[src/rtl/uart_dbtx_pkg.sv]
package uart_dbtx_pkg;

    // Shift-register sequencer states
    typedef enum logic [2:0] {
        SH_IDLE,
        SH_ARM,     // byte loaded, waiting one tick before the start bit
        SH_START,
        SH_DATA,
        SH_STOP
    } sh_state_e;

    localparam int DEF_DATA_BITS  = 8;
    localparam int DEF_OVERSAMPLE = 16;
    localparam int DEF_HANDOFF    = 4;
    localparam int DEF_DEADLINE   = 12;
    localparam int DEF_STAT_W     = 8;
    localparam int DEF_TBE_BIT    = 6;

    // Line level for each sequencer state (data bits use the shift register LSB)
    function automatic logic line_level(sh_state_e st, logic lsb);
        case (st)
            SH_START: return 1'b0;
            SH_DATA:  return lsb;
            default:  return 1'b1;
        endcase
    endfunction

endpackage

[src/rtl/txb_hold.sv]
module txb_hold #(
    parameter int W = uart_dbtx_pkg::DEF_DATA_BITS
) (
    input  logic         clk,
    input  logic         rst,
    input  logic         wr_en,
    input  logic [W-1:0] wr_data,
    input  logic         take,
    output logic         full,
    output logic [W-1:0] data
);
    always_ff @(posedge clk) begin
        if (rst) begin
            full <= 1'b0;
            data <= '0;
        end else begin
            if (wr_en)      full <= 1'b1;
            else if (take)  full <= 1'b0;
            if (wr_en)      data <= wr_data;
        end
    end
endmodule

[src/rtl/txb_launch.sv]
module txb_launch #(
    parameter int HANDOFF_TICKS = uart_dbtx_pkg::DEF_HANDOFF
) (
    input  logic clk,
    input  logic rst,
    input  logic tick,
    input  logic wr_en,
    input  logic full,
    input  logic sh_idle,
    input  logic cts_n,
    output logic take_idle
);
    localparam int CW = $clog2(HANDOFF_TICKS + 1);
    localparam logic [CW-1:0] LAST = CW'(HANDOFF_TICKS - 1);

    logic [CW-1:0] cnt;
    logic          armed;

    assign armed     = full && sh_idle && !cts_n;
    assign take_idle = armed && tick && !wr_en && (cnt == LAST);

    always_ff @(posedge clk) begin
        if (rst || !armed || wr_en)
            cnt <= '0;
        else if (tick)
            cnt <= (cnt == LAST) ? '0 : cnt + 1'b1;
    end
endmodule

[src/rtl/txb_serial.sv]
module txb_serial
    import uart_dbtx_pkg::*;
#(
    parameter int W            = DEF_DATA_BITS,
    parameter int OVERSAMPLE   = DEF_OVERSAMPLE,
    parameter int DEADLINE_TICK = DEF_DEADLINE
) (
    input  logic         clk,
    input  logic         rst,
    input  logic         tick,
    input  logic         cts_n,
    input  logic         wr_en,
    input  logic         buf_full,
    input  logic [W-1:0] buf_data,
    input  logic         take_idle,
    output logic         take_chain,
    output logic         sh_idle,
    output logic         txd
);
    localparam int TW = $clog2(OVERSAMPLE);
    localparam int BW = (W > 1) ? $clog2(W) : 1;
    localparam logic [TW-1:0] T_LAST = TW'(OVERSAMPLE - 1);
    localparam logic [TW-1:0] T_LOAD = TW'(OVERSAMPLE - 2);
    localparam logic [TW-1:0] T_DEAD = TW'(DEADLINE_TICK - 1);
    localparam logic [BW-1:0] B_LAST = BW'(W - 1);

    sh_state_e     state;
    logic [TW-1:0] tcnt;
    logic [BW-1:0] bidx;
    logic [W-1:0]  shreg;
    logic          chain;
    logic          bit_end;

    assign bit_end    = tick && (tcnt == T_LAST);
    assign take_chain = (state == SH_STOP) && tick && (tcnt == T_LOAD) && chain && !cts_n;
    assign sh_idle    = (state == SH_IDLE);
    assign txd        = line_level(state, shreg[0]);

    always_ff @(posedge clk) begin
        if (rst) begin
            state <= SH_IDLE;
            tcnt  <= '0;
            bidx  <= '0;
            shreg <= '0;
            chain <= 1'b0;
        end else begin
            if (tick && state inside {SH_START, SH_DATA, SH_STOP})
                tcnt <= bit_end ? '0 : tcnt + 1'b1;
            case (state)
                SH_IDLE: if (take_idle) begin
                    shreg <= buf_data;
                    state <= SH_ARM;
                end
                SH_ARM: if (tick) begin
                    state <= SH_START;
                    tcnt  <= '0;
                end
                SH_START: if (bit_end) begin
                    state <= SH_DATA;
                    bidx  <= '0;
                end
                SH_DATA: if (bit_end) begin
                    shreg <= shreg >> 1;
                    if (bidx == B_LAST) state <= SH_STOP;
                    else                bidx  <= bidx + 1'b1;
                end
                SH_STOP: if (tick) begin
                    if (tcnt == T_DEAD)
                        chain <= (buf_full || wr_en) && !cts_n;
                    if (take_chain)
                        shreg <= buf_data;
                    else if (tcnt == T_LOAD)
                        chain <= 1'b0;
                    if (bit_end) begin
                        state <= chain ? SH_START : SH_IDLE;
                        chain <= 1'b0;
                    end
                end
                default: state <= SH_IDLE;
            endcase
        end
    end
endmodule

[src/rtl/dbuf_uart_tx.sv]
module dbuf_uart_tx
    import uart_dbtx_pkg::*;
#(
    parameter int DATA_BITS     = DEF_DATA_BITS,
    parameter int OVERSAMPLE    = DEF_OVERSAMPLE,
    parameter int HANDOFF_TICKS = DEF_HANDOFF,
    parameter int DEADLINE_TICK = DEF_DEADLINE,
    parameter int STAT_W        = DEF_STAT_W,
    parameter int TBE_BIT       = DEF_TBE_BIT
) (
    input  logic                 clk,
    input  logic                 rst,
    input  logic                 tick,
    input  logic                 wr_en,
    input  logic [DATA_BITS-1:0] wr_data,
    input  logic                 cts_n,
    output logic                 txd,
    output logic                 tbe,
    output logic [STAT_W-1:0]    status
);
    logic                 buf_full;
    logic [DATA_BITS-1:0] buf_data;
    logic                 take_idle;
    logic                 take_chain;
    logic                 sh_idle;

    txb_hold #(.W(DATA_BITS)) hold_i (
        .clk(clk), .rst(rst), .wr_en(wr_en), .wr_data(wr_data),
        .take(take_idle | take_chain), .full(buf_full), .data(buf_data)
    );

    txb_launch #(.HANDOFF_TICKS(HANDOFF_TICKS)) launch_i (
        .clk(clk), .rst(rst), .tick(tick), .wr_en(wr_en), .full(buf_full),
        .sh_idle(sh_idle), .cts_n(cts_n), .take_idle(take_idle)
    );

    txb_serial #(
        .W(DATA_BITS), .OVERSAMPLE(OVERSAMPLE), .DEADLINE_TICK(DEADLINE_TICK)
    ) serial_i (
        .clk(clk), .rst(rst), .tick(tick), .cts_n(cts_n), .wr_en(wr_en),
        .buf_full(buf_full), .buf_data(buf_data), .take_idle(take_idle),
        .take_chain(take_chain), .sh_idle(sh_idle), .txd(txd)
    );

    assign tbe = !buf_full;

    always_comb begin
        status          = '0;
        status[TBE_BIT] = tbe;
    end
endmodule

[config.mk]
export PLATFORM = sky130hd
export DESIGN_NAME = dbuf_uart_tx
export DESIGN_NICKNAME = d
export VERILOG_FILES = /design/src/rtl/uart_dbtx_pkg.sv /design/src/rtl/txb_hold.sv /design/src/rtl/txb_launch.sv /design/src/rtl/txb_serial.sv /design/src/rtl/dbuf_uart_tx.sv
export SDC_FILE = /design/constraint.sdc
export NUM_CORES = 1
export LEC_CHECK = 0
export ABC_CLOCK_PERIOD_IN_PS = 2500
export BUFFER_PORTS_ARGS = -buffer_cell sky130_fd_sc_hd__buf_2
export CAP_MARGIN = 20
export CORE_ASPECT_RATIO = 1.5
export CORE_MARGIN = 5
export CORE_UTILIZATION = 57
export DETAILED_ROUTE_END_ITERATION = 16
export PLACE_DENSITY = 0.77
export SKIP_LAST_GASP = 1
export SYNTH_ARGS = -nofsm -noshare
export SYNTH_HDL_FRONTEND = slang
export SYNTH_SLANG_ARGS = --single-unit
[constraint.sdc]
create_clock -name clk -period 2.5 [get_ports clk]
set_input_delay 0.375 -clock clk [delete_from_list [all_inputs] [get_ports clk]]
set_output_delay 0.375 -clock clk [all_outputs]
set_load 0.03 [all_outputs]
=== Word level (Yosys, flattened, before mapping) ===
Cells that the tools add are included.

* Multiplexer cells: 30
* Reductions and logical operators: 28
* Bitwise operators: 1
* Equal/unequal tests: 18
* Add/subtract/negate cells: 3

{| class="wikitable"
|+ Operators with widths
! kind !! number
|-
| $mux W3 || 11
|-
| $mux W8 || 4
|-
| $pmux W8 S3 || 1
|-
| $mux W4 || 4
|-
| $pmux W3 S5 || 1
|-
| $eq A4 B4 Y1 const B || 3
|-
| $logic_and A1 B1 Y1 || 12
|-
| $ne A2 B2 Y1 const B || 6
|-
| $eq A3 B2 Y1 const B || 3
|-
| $reduce_and A7 Y1 || 1
|-
| $add A3 B1 Y3 const B || 2
|-
| $eq A3 B3 Y1 const B || 2
|-
| $mux W1 || 6
|-
| $ne A2 B1 Y1 const B || 3
|-
| $pmux W3 S2 || 1
|-
| $reduce_bool A3 Y1 || 2
|-
| $reduce_and A5 Y1 || 1
|-
| $add A4 B1 Y4 const B || 1
|-
| $logic_not A1 Y1 || 4
|-
| $reduce_and A4 Y1 || 1
|-
| $reduce_bool A2 Y1 || 2
|-
| $eq A3 B1 Y1 const B || 1
|-
| $logic_not A3 Y1 || 1
|-
| $logic_or A1 B1 Y1 || 3
|-
| other kinds (4) || 4
|}

* Register bits: 31
* Logic and storage cells: 88
* Input port bits: 13

=== Depth between registers and ports, before layout ===
* Depth in word-level cells: 9
* Mapped depth: 7
* Depth with buffers taken out: 6

=== By module ===
A second synthesis with hierarchy kept.

* Cell total of the unflattened synthesis: 198
* Area total of the unflattened synthesis: 1681.6 um^2

{| class="wikitable"
|+ Modules (own cells, without submodules)
! module !! times used !! cells each !! sequential area each (um^2) !! area an instance (um^2)
|-
| txb_serial || 1 || 140 || 380.4 || 1118.6
|-
| txb_hold || 1 || 30 || 180.2 || 321.6
|-
| txb_launch || 1 || 17 || 60.1 || 167.7
|-
| dbuf_uart_tx || 1 || 11 || 0.0 || 73.8
|}

=== Least setup slack after synthesis ===
OpenSTA, ideal clock, no wires.

* Kind: register to register
* From: register with a tool-made name
* To: register serial_i.shreg[6]
* Setup slack: 0.683 ns
* Data required time: 2.379 ns
* Stages on the path, launching flop included: 8
* Data arrival time: 1.696 ns
* Cell sequence: dfxtp_1 inv_1 ha_1 and3_1 and4_1 clkbuf_2 o21ai_4 mux2_4

{| class="wikitable"
|+ RTL lines
! item !! line !! text
|-
| end signal: assignment || txb_serial.sv:51 || <nowiki>shreg <= buf_data;</nowiki>
|-
| end signal: assignment || txb_serial.sv:63 || <nowiki>shreg <= shreg >> 1;</nowiki>
|-
| end signal: assignment || txb_serial.sv:71 || <nowiki>shreg <= buf_data;</nowiki>
|-
| end: declaration || txb_serial.sv:30 || <nowiki>logic [W-1:0] shreg;</nowiki>
|}

=== Worst setup path in the final report ===
* From: register serial_i.state[1]
* To: output port txd

* Word-level cells in the longest chain between the ends: 2

{| class="wikitable"
|+ Ends and longest elaborated chain
! item !! line !! text
|-
| start: declaration || txb_serial.sv:27 || <nowiki>sh_state_e state;</nowiki>
|-
| start signal: assignment || txb_serial.sv:75 || <nowiki>state <= chain ? SH_START : SH_IDLE;</nowiki>
|-
| $eq A3 B2 Y1 || uart_dbtx_pkg.sv:21 || <nowiki>case (st)</nowiki>
|-
| $pmux W1 S2 * || uart_dbtx_pkg.sv:21 ||
|-
| end: declaration || dbuf_uart_tx.sv:17 || <nowiki>output logic txd,</nowiki>
|}

Every way passes the cells marked *; elsewhere a longest branch is shown, timed or not.

==> results.cfg <==
[synthesis]
syn_avg_cell_area_um2 = 8.49
ys_warn_count = 0
ys_ff_latch = 31
synthesis.area_um2 = 1830
ys_types = 50
yosysSeqAreaShare_pct = 34.0
synth_cells = 215

[outcome]
status = complete, no violations

[flow_run]
drv_cap = 0

[sta]
worst_pin_slew_ps = 722
finalHoldViolations = 0
clock_skew_ps = 5.07
min_period_over_period_pct = 82.5
slew_violations = 0
clock.fmax_ghz = 0.485
slew_headroom_pct = 51.8
period_minus_slack_ps = 2060
setup_viol = 0
tns_ps = 0
rsz0062_at_grt = no

[drt]
wl_met3_um = 138
wl_met2_um = 1970
viasPerCell = 5.83
routedWlPerCell_um = 14.2
wl_um = 3730
drtIter0Drc = 33
drc = 0
met1Wirelength_um = 1510
final_antenna_net_count = 0
dr.max_layer_used = met4
drt_pass1_iterations = 5
vias = 1528

[clock_tree]
cts_buffer_depth = 2
cts.reportedPaths.clkPinSlew_ps = 60
cts_buffers = 5
cts_setup_buffers = 0
cts_tree = done
cts_resized = 0
h-tree-depth = 2
clk_latency_ps = 280
cts_hold_buf = 0
clock-sinks = 31
clockRootBuffer = clkbuf_8

[critical_path]
cp_num_cells = 3
critPathLaunchType = register
crit_required_ps = 2120
critical_path_class = register to output pin
crit_end = txd
path_cells = nor2b_1 -> o21ai_0 -> buf_2
reg2reg_from = serial_i.state[2]
end_kind = output pin
critPathSlowestCell = dfxtp_1
slowest_delay_ps = 700
r2r_setup_slack_ps = 510
timing.critical_path.buf_inv = 1
worstPathArrival_ps = 1690
crit_fanout = 19
crit_start = serial_i.state[1]
cp_top_family = flip-flops
rr_worst_depth = 4
r2r-end = serial_i.shreg[6]

[grt]
grt_max_degree = 33
grt_usage_pct = 18.0
antenna_found_initial = 0
grt_overflow = 0
grt_pass1_wl_um = 6270
grt_pass1_vias = 1404

[placed_design]
hpwl_um = 2680
place_congestion = 0.846
port_buffers = 15
placedCellCount = 254

[power_and_ir_drop]
p_leak_uw = 0.000785
ir_worst_vdd_v = 0.000508
powerDensity_nw_per_um2 = 558

[hold_path]
hp-class = input port to register

[finish]
fill_cells = 296
num_antenna_cells = 0
drive_gt1_share_pct = 13.1
area_growth_pct = 7.33
final_net_count = 239
stdcell_count = 262

[floorplan]
dieHeight_um = 79.3
start_util_pct = 58.4
die_w_um = 56.2
placementRows = 25
core_um2 = 3130
io_pins = 23
dieArea_um2 = 4460
## synthesized netlist by cell type, drive strengths merged
library cell  instances  area share [%]
a2111oi               2            0.96
a211oi                2            0.82
a21oi                 7             1.9
a221oi                6             2.9
a222oi                1            0.55
a22oi                 2            0.82
a311o                 1            0.55
a31oi                 3             1.0
a32o                  1            0.55
a32oi                 1            0.48
a41oi                 1            0.48
and2                  2            0.69
and3                  1            0.34
and3b                 1            0.48
and4                  1            0.48
buf                  16             6.3
clkbuf                8             1.7
conb                  1            0.21
dfxtp                31              34
ha                    5             3.4
inv                  19             3.9
mux2                  1            0.82
mux2i                18             9.9
nand2                16             3.3
nand2b                4             1.4
nand3                 4             1.1
nand3b                2            0.82
nand4                 2            0.69
nor2                 13             2.7
nor2b                 5             1.7
nor3                  7             1.9
nor3b                 2            0.82
o2111ai               1            0.48
o211a                 1            0.55
o211ai                1            0.41
o21a                  7             2.9
o21ai                 7             2.5
o221ai                1            0.48
o22ai                 3             1.4
o311ai                1            0.48
o31a                  1            0.48
o31ai                 1            0.41
o32ai                 3             1.4
or2                   1            0.48
or3                   1            0.34
## report_power, final
group | internal (µW) | switching [µW]
clock network | 322 | 187
logic | 25.2 | 51.3
registers | 503 | 5.14
## cell usage in the layout (no fill, tap or decap), types with 5 or more instances in the layout
cell	n
nor2b_1	5
ha_1	5
nand2_1	16
conb_1	7
inv_1	19
mux2i_1	18
clkbuf_8	6
buf_2	15
o21a_1	7
o21ai_0	6
nor2_1	13
nor3_1	7
a21oi_1	7
a221oi_1	6
dfxtp_1	31
## kinds of logic (layout without fill, tap and decap cells)
logic type	after synthesis	after routing	share of synthesized area (%)
AOI/OAI and AO/OA	54	54	22.6
adders and majority gates	5	5	3.43
buffers and inverters	43	44	11.9
DFF	31	31	34.0
muxes	19	19	10.7
other	1	7	0.205
and+or+nand+nor	62	62	17.2
## layer usage
layer	vias up	global-route usage, %
met5	-	0
met4	0	9.74
met3	11	4.39
met2	33	31.5
met1	713	19.7
li1	771	-
## final cells by class
cell class	instances	area, µm²	area share (%)
clock buffer	6	82.6	4.21
clock inverter	2	35.0	1.79
inverter	19	71.3	3.64
multi-input combinational	147	1010	51.5
sequential	31	621	31.7
tap	40	50.0	2.55
timing repair buffer	17	90.1	4.60
## worst register-to-register path, cell delays in order, from the launching register on
cell and delay [ps]:
dfxtp_1 790, and2_1 230, a311o_1 370, o21ai_4 170, mux2_4 330
## worst min path at each step
stage,end,startpoint,slack [ps],cells after the start
3_5_place_dp,launch_i.cnt[2],launch_i.cnt[2],430,2
4_1_cts,hold_i.data[3],wr_data[3],320,3
6_report,hold_i.data[6],wr_data[6],330,3
2_1_floorplan,launch_i.cnt[2],launch_i.cnt[2],410,2
5_1_grt,hold_i.data[5],wr_data[5],330,3
3_3_place_gp,launch_i.cnt[2],launch_i.cnt[2],430,2
## per-stage QoR
| step | total power [µW] | hold slack (ps) | util, % | cell area (µm²) | setup slack (ps) |
|---|---|---|---|---|---|
| 5_1_grt | 1140 | 334 | 62.6 | 1960 | 259 |
| 3_3_place_gp | 594 | 425 | 58.9 | 1840 | 558 |
| 4_1_cts | 1100 | 320 | 62.6 | 1960 | 431 |
| 6_report | 1090 | 326 | 62.6 | 1960 | 439 |
| 2_1_floorplan | 586 | 415 | - | 1850 | 683 |
| 3_5_place_dp | 595 | 433 | 58.9 | 1840 | 526 |
(Power assumes the default switching activity.)
